===== config.mk =====
export PLATFORM = sky130hd
export DESIGN_NAME = swbus_pulse_timer
export DESIGN_NICKNAME = d
export VERILOG_FILES = /design/src/rtl/swpt_pkg.sv /design/src/rtl/swpt_tick_gen.sv /design/src/rtl/swpt_fall_det.sv /design/src/rtl/swpt_capcmp.sv /design/src/rtl/swbus_pulse_timer.sv
export SDC_FILE = /design/constraint.sdc
export NUM_CORES = 1
export LEC_CHECK = 0
export BUFFER_PORTS_ARGS = -buffer_cell sky130_fd_sc_hd__buf_4
export CORE_MARGIN = 1
export CORE_UTILIZATION = 60
export CTS_BUF_LIST = sky130_fd_sc_hd__clkbuf_8
export DETAILED_ROUTE_END_ITERATION = 10
export GPL_ROUTABILITY_DRIVEN = 0
export PLACE_DENSITY_LB_ADDON = 0.15
export SETUP_SLACK_MARGIN = 0.05
export SLEW_MARGIN = 20
export SYNTH_ARGS = -nofsm -noshare
export SYNTH_HDL_FRONTEND = slang
export SYNTH_HIERARCHICAL = 1
export SYNTH_SLANG_ARGS = --single-unit

===== constraint.sdc =====
create_clock -name clk -period 2.32 [get_ports clk]
set_input_delay 0.696 -clock clk [delete_from_list [all_inputs] [get_ports clk]]
set_output_delay 0.696 -clock clk [all_outputs]
set_load 0.01 [all_outputs]

===== src/rtl/swpt_pkg.sv =====
package swpt_pkg;
  localparam int unsigned TMR_W  = 16;
  localparam int unsigned ADDR_W = 3;
  localparam int unsigned CTRL_CMPEN_BIT = 5;

  typedef enum logic [ADDR_W-1:0] {
    A_CTRL   = 3'd0,
    A_STAT   = 3'd1,
    A_TIMER  = 3'd2,
    A_CAPT   = 3'd3,
    A_CMP    = 3'd4,
    A_DRV_HI = 3'd5,
    A_DRV_LO = 3'd6
  } reg_addr_e;
endpackage


===== src/rtl/swpt_tick_gen.sv =====
module swpt_tick_gen #(
  parameter int unsigned DIV = 50
) (
  input  logic clk,
  input  logic rst_n,
  output logic tick
);
  localparam int unsigned DW = (DIV > 2) ? $clog2(DIV) : 1;

  logic [DW-1:0] cnt_q, cnt_d;
  logic          at_end;

  always_comb begin
    at_end = (cnt_q == DW'(DIV - 1));
    cnt_d  = at_end ? '0 : cnt_q + 1'b1;
  end

  always_ff @(posedge clk or negedge rst_n) begin
    if (!rst_n) cnt_q <= '0;
    else        cnt_q <= cnt_d;
  end

  assign tick = at_end;

  // ticks are isolated one-cycle enables
  p_tick_gap_r1: assert property (@(posedge clk) disable iff (!rst_n)
    tick |=> !tick);
endmodule


===== src/rtl/swpt_fall_det.sv =====
module swpt_fall_det (
  input  logic clk,
  input  logic rst_n,
  input  logic line_i,
  output logic fall_o
);
  // [0],[1]: synchronizer; [2]: previous synchronized level
  logic [2:0] sh_q, sh_d;

  always_comb sh_d = {sh_q[1:0], line_i};

  always_ff @(posedge clk or negedge rst_n) begin
    if (!rst_n) sh_q <= 3'b111;
    else        sh_q <= sh_d;
  end

  assign fall_o = sh_q[2] & ~sh_q[1];

  // one capture pulse per edge
  p_one_capture_r3: assert property (@(posedge clk) disable iff (!rst_n)
    fall_o |=> !fall_o);
endmodule


===== src/rtl/swpt_capcmp.sv =====
module swpt_capcmp #(
  parameter int unsigned W = 16
) (
  input  logic         clk,
  input  logic         rst_n,
  input  logic         tick_i,
  input  logic         fall_i,
  input  logic         cmp_en_i,
  input  logic [W-1:0] cmp_val_i,
  input  logic         hit_clr_i,
  output logic [W-1:0] timer_o,
  output logic [W-1:0] cap_o,
  output logic         hit_o
);
  logic [W-1:0] timer_q, timer_d;
  logic [W-1:0] cap_q, cap_d;
  logic         hit_q, hit_d, match;

  always_comb begin
    timer_d = tick_i ? timer_q + W'(1) : timer_q;
    cap_d   = fall_i ? timer_q : cap_q;
    match   = fall_i & cmp_en_i & (timer_q == cmp_val_i);
    hit_d   = match | (hit_q & ~hit_clr_i);
  end

  always_ff @(posedge clk or negedge rst_n) begin
    if (!rst_n) begin
      timer_q <= '0;
      cap_q   <= '0;
      hit_q   <= 1'b0;
    end else begin
      timer_q <= timer_d;
      cap_q   <= cap_d;
      hit_q   <= hit_d;
    end
  end

  assign timer_o = timer_q;
  assign cap_o   = cap_q;
  assign hit_o   = hit_q;

  p_timer_hold_r1: assert property (@(posedge clk) disable iff (!rst_n)
    !tick_i |=> $stable(timer_q));
  p_cap_hold_r3: assert property (@(posedge clk) disable iff (!rst_n)
    !fall_i |=> $stable(cap_q));
  p_hit_source_r6: assert property (@(posedge clk) disable iff (!rst_n)
    $rose(hit_q) |-> $past(fall_i && cmp_en_i));
  p_hit_sticky_r8: assert property (@(posedge clk) disable iff (!rst_n)
    (hit_q && !hit_clr_i) |=> hit_q);
endmodule


===== src/rtl/swbus_pulse_timer.sv =====
module swbus_pulse_timer
  import swpt_pkg::*;
#(
  parameter int unsigned TICK_DIV = 50
) (
  input  logic              clk,
  input  logic              rst_n,
  input  logic [ADDR_W-1:0] reg_addr,
  input  logic              reg_we,
  input  logic [TMR_W-1:0]  reg_wdata,
  output logic [TMR_W-1:0]  reg_rdata,
  input  logic              bus_in,
  output logic              bus_drv,
  output logic              irq
);
  logic             tick, fall, hit, hit_clr;
  logic [TMR_W-1:0] timer_v, cap_v;
  logic             cmp_en_q, cmp_en_d;
  logic [TMR_W-1:0] cmp_q, cmp_d;
  logic             drv_q, drv_d;

  swpt_tick_gen #(.DIV(TICK_DIV)) u_tick (
    .clk(clk), .rst_n(rst_n), .tick(tick));

  swpt_fall_det u_fall (
    .clk(clk), .rst_n(rst_n), .line_i(bus_in), .fall_o(fall));

  swpt_capcmp #(.W(TMR_W)) u_core (
    .clk(clk), .rst_n(rst_n), .tick_i(tick), .fall_i(fall),
    .cmp_en_i(cmp_en_q), .cmp_val_i(cmp_q), .hit_clr_i(hit_clr),
    .timer_o(timer_v), .cap_o(cap_v), .hit_o(hit));

  always_comb begin
    cmp_en_d = cmp_en_q;
    cmp_d    = cmp_q;
    drv_d    = drv_q;
    hit_clr  = 1'b0;
    if (reg_we) begin
      case (reg_addr)
        A_CTRL:   cmp_en_d = reg_wdata[CTRL_CMPEN_BIT];
        A_STAT:   hit_clr  = reg_wdata[0];
        A_CMP:    cmp_d    = reg_wdata;
        A_DRV_HI: drv_d    = 1'b1;
        A_DRV_LO: drv_d    = 1'b0;
        default:  ;
      endcase
    end
  end

  always_ff @(posedge clk or negedge rst_n) begin
    if (!rst_n) begin
      cmp_en_q <= 1'b0;
      cmp_q    <= '0;
      drv_q    <= 1'b1;
    end else begin
      cmp_en_q <= cmp_en_d;
      cmp_q    <= cmp_d;
      drv_q    <= drv_d;
    end
  end

  always_comb begin
    reg_rdata = '0;
    case (reg_addr)
      A_CTRL:   reg_rdata[CTRL_CMPEN_BIT] = cmp_en_q;
      A_STAT:   reg_rdata[0] = hit;
      A_TIMER:  reg_rdata = timer_v;
      A_CAPT:   reg_rdata = cap_v;
      A_CMP:    reg_rdata = cmp_q;
      A_DRV_HI,
      A_DRV_LO: reg_rdata[0] = drv_q;
      default:  reg_rdata = '0;
    endcase
  end

  assign bus_drv = drv_q;
  assign irq     = hit;

  p_drive_high_r9: assert property (@(posedge clk) disable iff (!rst_n)
    (reg_we && reg_addr == A_DRV_HI) |=> bus_drv);
  p_drive_low_r9: assert property (@(posedge clk) disable iff (!rst_n)
    (reg_we && reg_addr == A_DRV_LO) |=> !bus_drv);
  p_no_hit_when_off_r7: assert property (@(posedge clk) disable iff (!rst_n)
    (!cmp_en_q && !irq) |=> !irq);
endmodule


# --- Yosys cells after proc, flatten, opt, wreduce, memory -nomap -nowiden ---
# Index checks and enable logic that the tools add are counted.
totals:
  register_bits: 60
  latchBits: 0
  mem_bits_rw: 0
  rom_bits: 0
  in_bits: 23
  output_inout_bits: 18
  word_cells: 39
  mem_count: 0
op_classes:
  n_addsub: 2
  mul: 0
  div_mod_pow: 0
  order_cmp: 0
  eq_ne: 8
  shift: 0
  muxes: 8
  bitwise_logic: 7
  reduce_logical: 6
op_table:
  columns: ["cell", "count"]
  rows:
  - ["10-bit one-hot mux with 3 select lines", 1]
  - ["16-bit by 1-bit adder with 16-bit output (second input constant)", 1]
  - ["16-bit equality test", 1]
  - ["4-bit one-hot mux with 3 select lines", 1]
  - ["3-bit equality test (second input constant)", 3]
  - ["6-bit by 1-bit adder with 6-bit output (second input constant)", 1]
  - ["3-bit by 2-bit equality test with 1-bit output (second input constant)", 2]
  - ["6-bit equality test (second input constant)", 1]
  - ["6-bit 2-to-1 mux", 1]
  - ["2-bit AND reduction", 3]
  - ["1-bit one-hot mux with 5 select lines", 1]
  - ["1-bit AND", 4]
  - ["1-bit one-hot mux with 4 select lines", 1]
  - ["3-bit by 1-bit equality test with 1-bit output (second input constant)", 1]
  - ["3-bit zero test", 1]
  - ["1-bit 2-to-1 mux", 2]
  - ["1-bit NOT", 2]
  - ["1-bit one-hot mux with 2 select lines", 1]
  - ["2-bit nonzero test", 1]
  - ["2-bit OR reduction", 1]
  - ["1-bit bitwise OR", 1]

# --- Logic depth before layout (Yosys ltp) ---
logic_depth:
  ltp_word: 6
  ltp_mapped: 9
  ltp_nobuf: 8

# --- By module ---
# Netlist, hierarchy kept.
by_module_without_submodules:
  columns: ["module", "n_inst", "cells_each", "area_per_inst_um2", "seq_area_each_um2"]
  rows:
  - ["swpt_capcmp", 1, 117, 1512.7, 825.8]
  - ["swbus_pulse_timer", 1, 94, 1169.9, 451.7]
  - ["swpt_tick_gen", 1, 26, 285.3, 150.1]
  - ["swpt_fall_det", 1, 4, 92.6, 78.8]

# --- Least setup slack after synthesis ---
# OpenSTA, ideal clock, no wires.
synth_path:
  path_type: "input to output"
  start: "input port reg_addr[0]"
  end: "output port reg_rdata[10]"
  arrival_ps: 1524
  required_ps: 1624
  path_slack_ps: 100
  cell_stages: 5
  n_path_buf: 2
  cell_sequence: "buf_2 > nand2b_4 > nor2_2 > buf_2 > o2bb2ai_1"
synth_via:
  elab_chain_len: 2
  elab_cells_between_ends: 4
  classes_between: "3 x eq/ne; 1 x mux"
synth_rtl:
  columns: ["item", "line_no", "text"]
  rows:
  - ["from (decl)", "swbus_pulse_timer.sv:8", "input logic [ADDR_W-1:0] reg_addr,"]
  - ["3-bit equality test / 3-bit by 2-bit equality test with 1-bit output (equally long branches)", "swbus_pulse_timer.sv:64", "case (reg_addr)"]
  - ["10-bit one-hot mux with 3 select lines (*)", "swbus_pulse_timer.sv:64", null]
  - ["to (decl)", "swbus_pulse_timer.sv:11", "output logic [TMR_W-1:0] reg_rdata,"]
# Mark *: on every way between the ends. The rest lies on a longest branch, timed or not.

# --- Final worst setup path ---
layout_path:
  start: "input port reg_addr[0]"
  end: "output port reg_rdata[6]"
# The elaborated chain is that of the path after synthesis.

==> results.cfg <==
[timing]
min_period_over_period_pct = 97.0
clock_skew_ns = 0.0107
fmax_ghz = 0.444
grt_setup_unrepaired = true
finalMaxSlewViolations = 0
worst_slack_ns = 0.0691
max_slew.worst_pin.slew_ns = 0.744
hold_viol_final = 0
relSlewSlack_pct = 50.4
setup_violations = 0
period_needed_ns = 2.25
fin_setup_tns_ns = 0

[worst_setup_path]
cp-end-kind = primary output
startpoint = reg_addr[0]
cp.required_ns = 1.62
r2r_start = u_tick/cnt_q[0]
arrival_ns = 1.55
start_kind = input port
crit_fanout = 7
setup.worst_path.class = in2out

[yosys]
synthSimpleGateAreaFrac_pct = 11.7
yosys.area.top_type_share_pct = 45.8
synthTopCellsByArea = dfrtp_1 (46%), mux2_2 (8.8%), xor2_1 (7.2%), mux2i_1 (5.2%), mux2_4 (4.9%)
synth_ff_type = dfrtp_1
ys.warnings.count = 6
synth.most_common_cell = dfrtp_1
ys_types = 45
ys_seq_elements = 60
synth_compound_area_share_pct = 6.09
synthesis.nets = 267
synth_edf_count = 0
yosys.area_share.adder_pct = 1.23
synthXorXnorAreaFrac_pct = 10.0
synthMuxAreaShare_pct = 19.0
syn-mean-instance-area_sq_um = 12.7
ys_seq_area_share_pct = 49.2
synthArstFlopShare_pct = 100
synth_top_area_cell = dfrtp_1
synth_area_sq_mm = 0.00306
synth_top_family_by_area = multiplexers
netlist_instances = 241
synth_commonest_cells = dfrtp_1 (56), xor2_1 (25), mux2_2 (24), mux2i_1 (16), o2bb2ai_1 (13)

[routing]
drtPass1Iterations = 4
ant_nets = 0
drc_errors = 0
totalWireLength_microns = 6220
viasPerCell = 5.59
drt_iter0_markers = 132
wire_per_inst_microns = 17.1
vias = 2035

[grt]
grt_use_total_pct = 24.7
antenna_found_initial = 0
grt_max_degree = 61
grt_pass1_vias = 1934
grt_pass1_wl_microns = 9710
overflow = 0

[clock_network]
cts-root-buf = clkbuf_8
cts_max_path_buffers = 2
clk_pin_slew_worst_paths_ns = 0.07
cts_sinks = 60
cts_inserted_buffers = 9
clock_latency_ns = 0.33
clock_tree.htree_level_count = 3
cts_tree = yes
cts_resized = 0
cts_hold_buf = 0
post_cts_buffers = 0

[outcome]
status = finished clean

[power]
power.density_mw_per_mm2 = 658
max-vdd-ir-drop_v = 0.000591
leakage_nw = 1.85

[floorplanning]
row_count = 25
pin_count = 41
core_area_sq_mm = 0.00482
dieArea_sq_mm = 0.00539
die_x_microns = 73.4
start_util_pct = 63.5
die_h_microns = 73.4

[placement]
place_area_sq_mm = 0.00348
placed_cells = 347
post-place-ws_ns = 0.0816
hpwl_microns = 4160
port_buffers = 40

[final_layout]
design_area_sq_mm = 0.00378
syn_to_final_growth_pct = 23.4
multi_input_area_sq_mm = 0.00153
fill_cells = 334
drive_gt1_share_pct = 42.1
nets = 318
seq_area_sq_mm = 0.00151
utilization_pct = 78.4
insertedDiodeCount = 0
finalNonFillerCells = 364

[run]
drv_cap = 0

[hold_path]
hp-start = u_fall/sh_q[0]
hp-class = reg2reg
## through the flow
stage          total power [mW]  hold WS [ns]
2_1_floorplan              1.40         0.345
3_3_place_gp               1.53         0.349
3_5_place_dp               1.54         0.348
4_1_cts                    2.48         0.358
5_1_grt                    2.60         0.360
6_report                   2.49         0.358
## worst max-delay path: stages
cell,delay (ns)
buf_8,0.11
nand2b_4,0.14
nor2_4,0.17
clkbuf_16,0.19
o2bb2ai_1,0.11
buf_4,0.14
## area by class of cell
type | instances | area share (%)
Inverter | 6 | 0.596
Sequential cell | 60 | 39.9
Timing Repair Buffer | 50 | 11.4
Clock buffer | 11 | 4.01
Multi-Input combinational cell | 165 | 40.6
Clock inverter | 5 | 1.36
Tap cell | 67 | 2.22
## power breakdown
part | leakage [nW] | internal [mW] | switching [mW]
logic | 0.964 | 0.197 | 0.145
clock network | 0.107 | 0.547 | 0.394
registers | 0.777 | 1.12 | 0.0815
## final timing paths
path / to / slack [ns] / depth (start not counted)
min: u_fall/sh_q[1] / 0.36 / 0
max reg2reg: u_core/timer_o[12] / 0.28 / 7
min in group asynchronous: u_core/cap_o[0] / 0.42 / 1
max: reg_rdata[6] / 0.07 / 6
max in group asynchronous: u_tick/cnt_q[1] / 1.39 / 1
min reg2reg: u_fall/sh_q[1] / 0.36 / 0
## per-layer routing
metal | wire, microns | vias up | part of all wire [%] | track usage, %
li1 | - | 968 | - | -
met1 | 2910 | 1005 | 47 | 35.4
met2 | 2940 | 58 | 47 | 36.7
met3 | 326 | 4 | 5.2 | 5.35
met4 | 45 | 0 | 0.72 | 10.3
met5 | 0 | - | 0 | 0
## cells in the final DEF (no fill, tap or decap), types with 2 or more instances in the layout
cell type   n
nor3_1      5
xnor2_1    10
nand3_1     7
dfrtp_1    56
and3_1      3
nor2_1     10
nor4_1      3
o2bb2ai_2   9
o2bb2ai_1   4
buf_12      2
buf_4      45
inv_1       7
clkbuf_8   11
nand2_1     9
clkinv_2    2
mux2_2     24
mux2_4     10
nand2b_4    2
ha_1        3
xor2_1     25
nand4_1     2
mux2i_1    16
o21ai_0     2
dfstp_2     4
## state kept, by name (all words and copies together), names as in the netlist
name,count
u_fall/sh_q,3
cmp_q,16
u_core/timer_o,16
u_core/cap_o,16
bus_drv,1
cmp_en_q,1
u_core/hit_o,1
u_tick/cnt_q,6
## cell families after synthesis
family | after synthesis
AOI/OAI and AO/OA | 23
xor gates and xnor gates | 35
adders and majority gates | 3
buffers and inverters | 16
DFF | 60
muxes | 50
and+or+nand+nor | 54
Note: power is estimated with default switching activity, not from simulation.
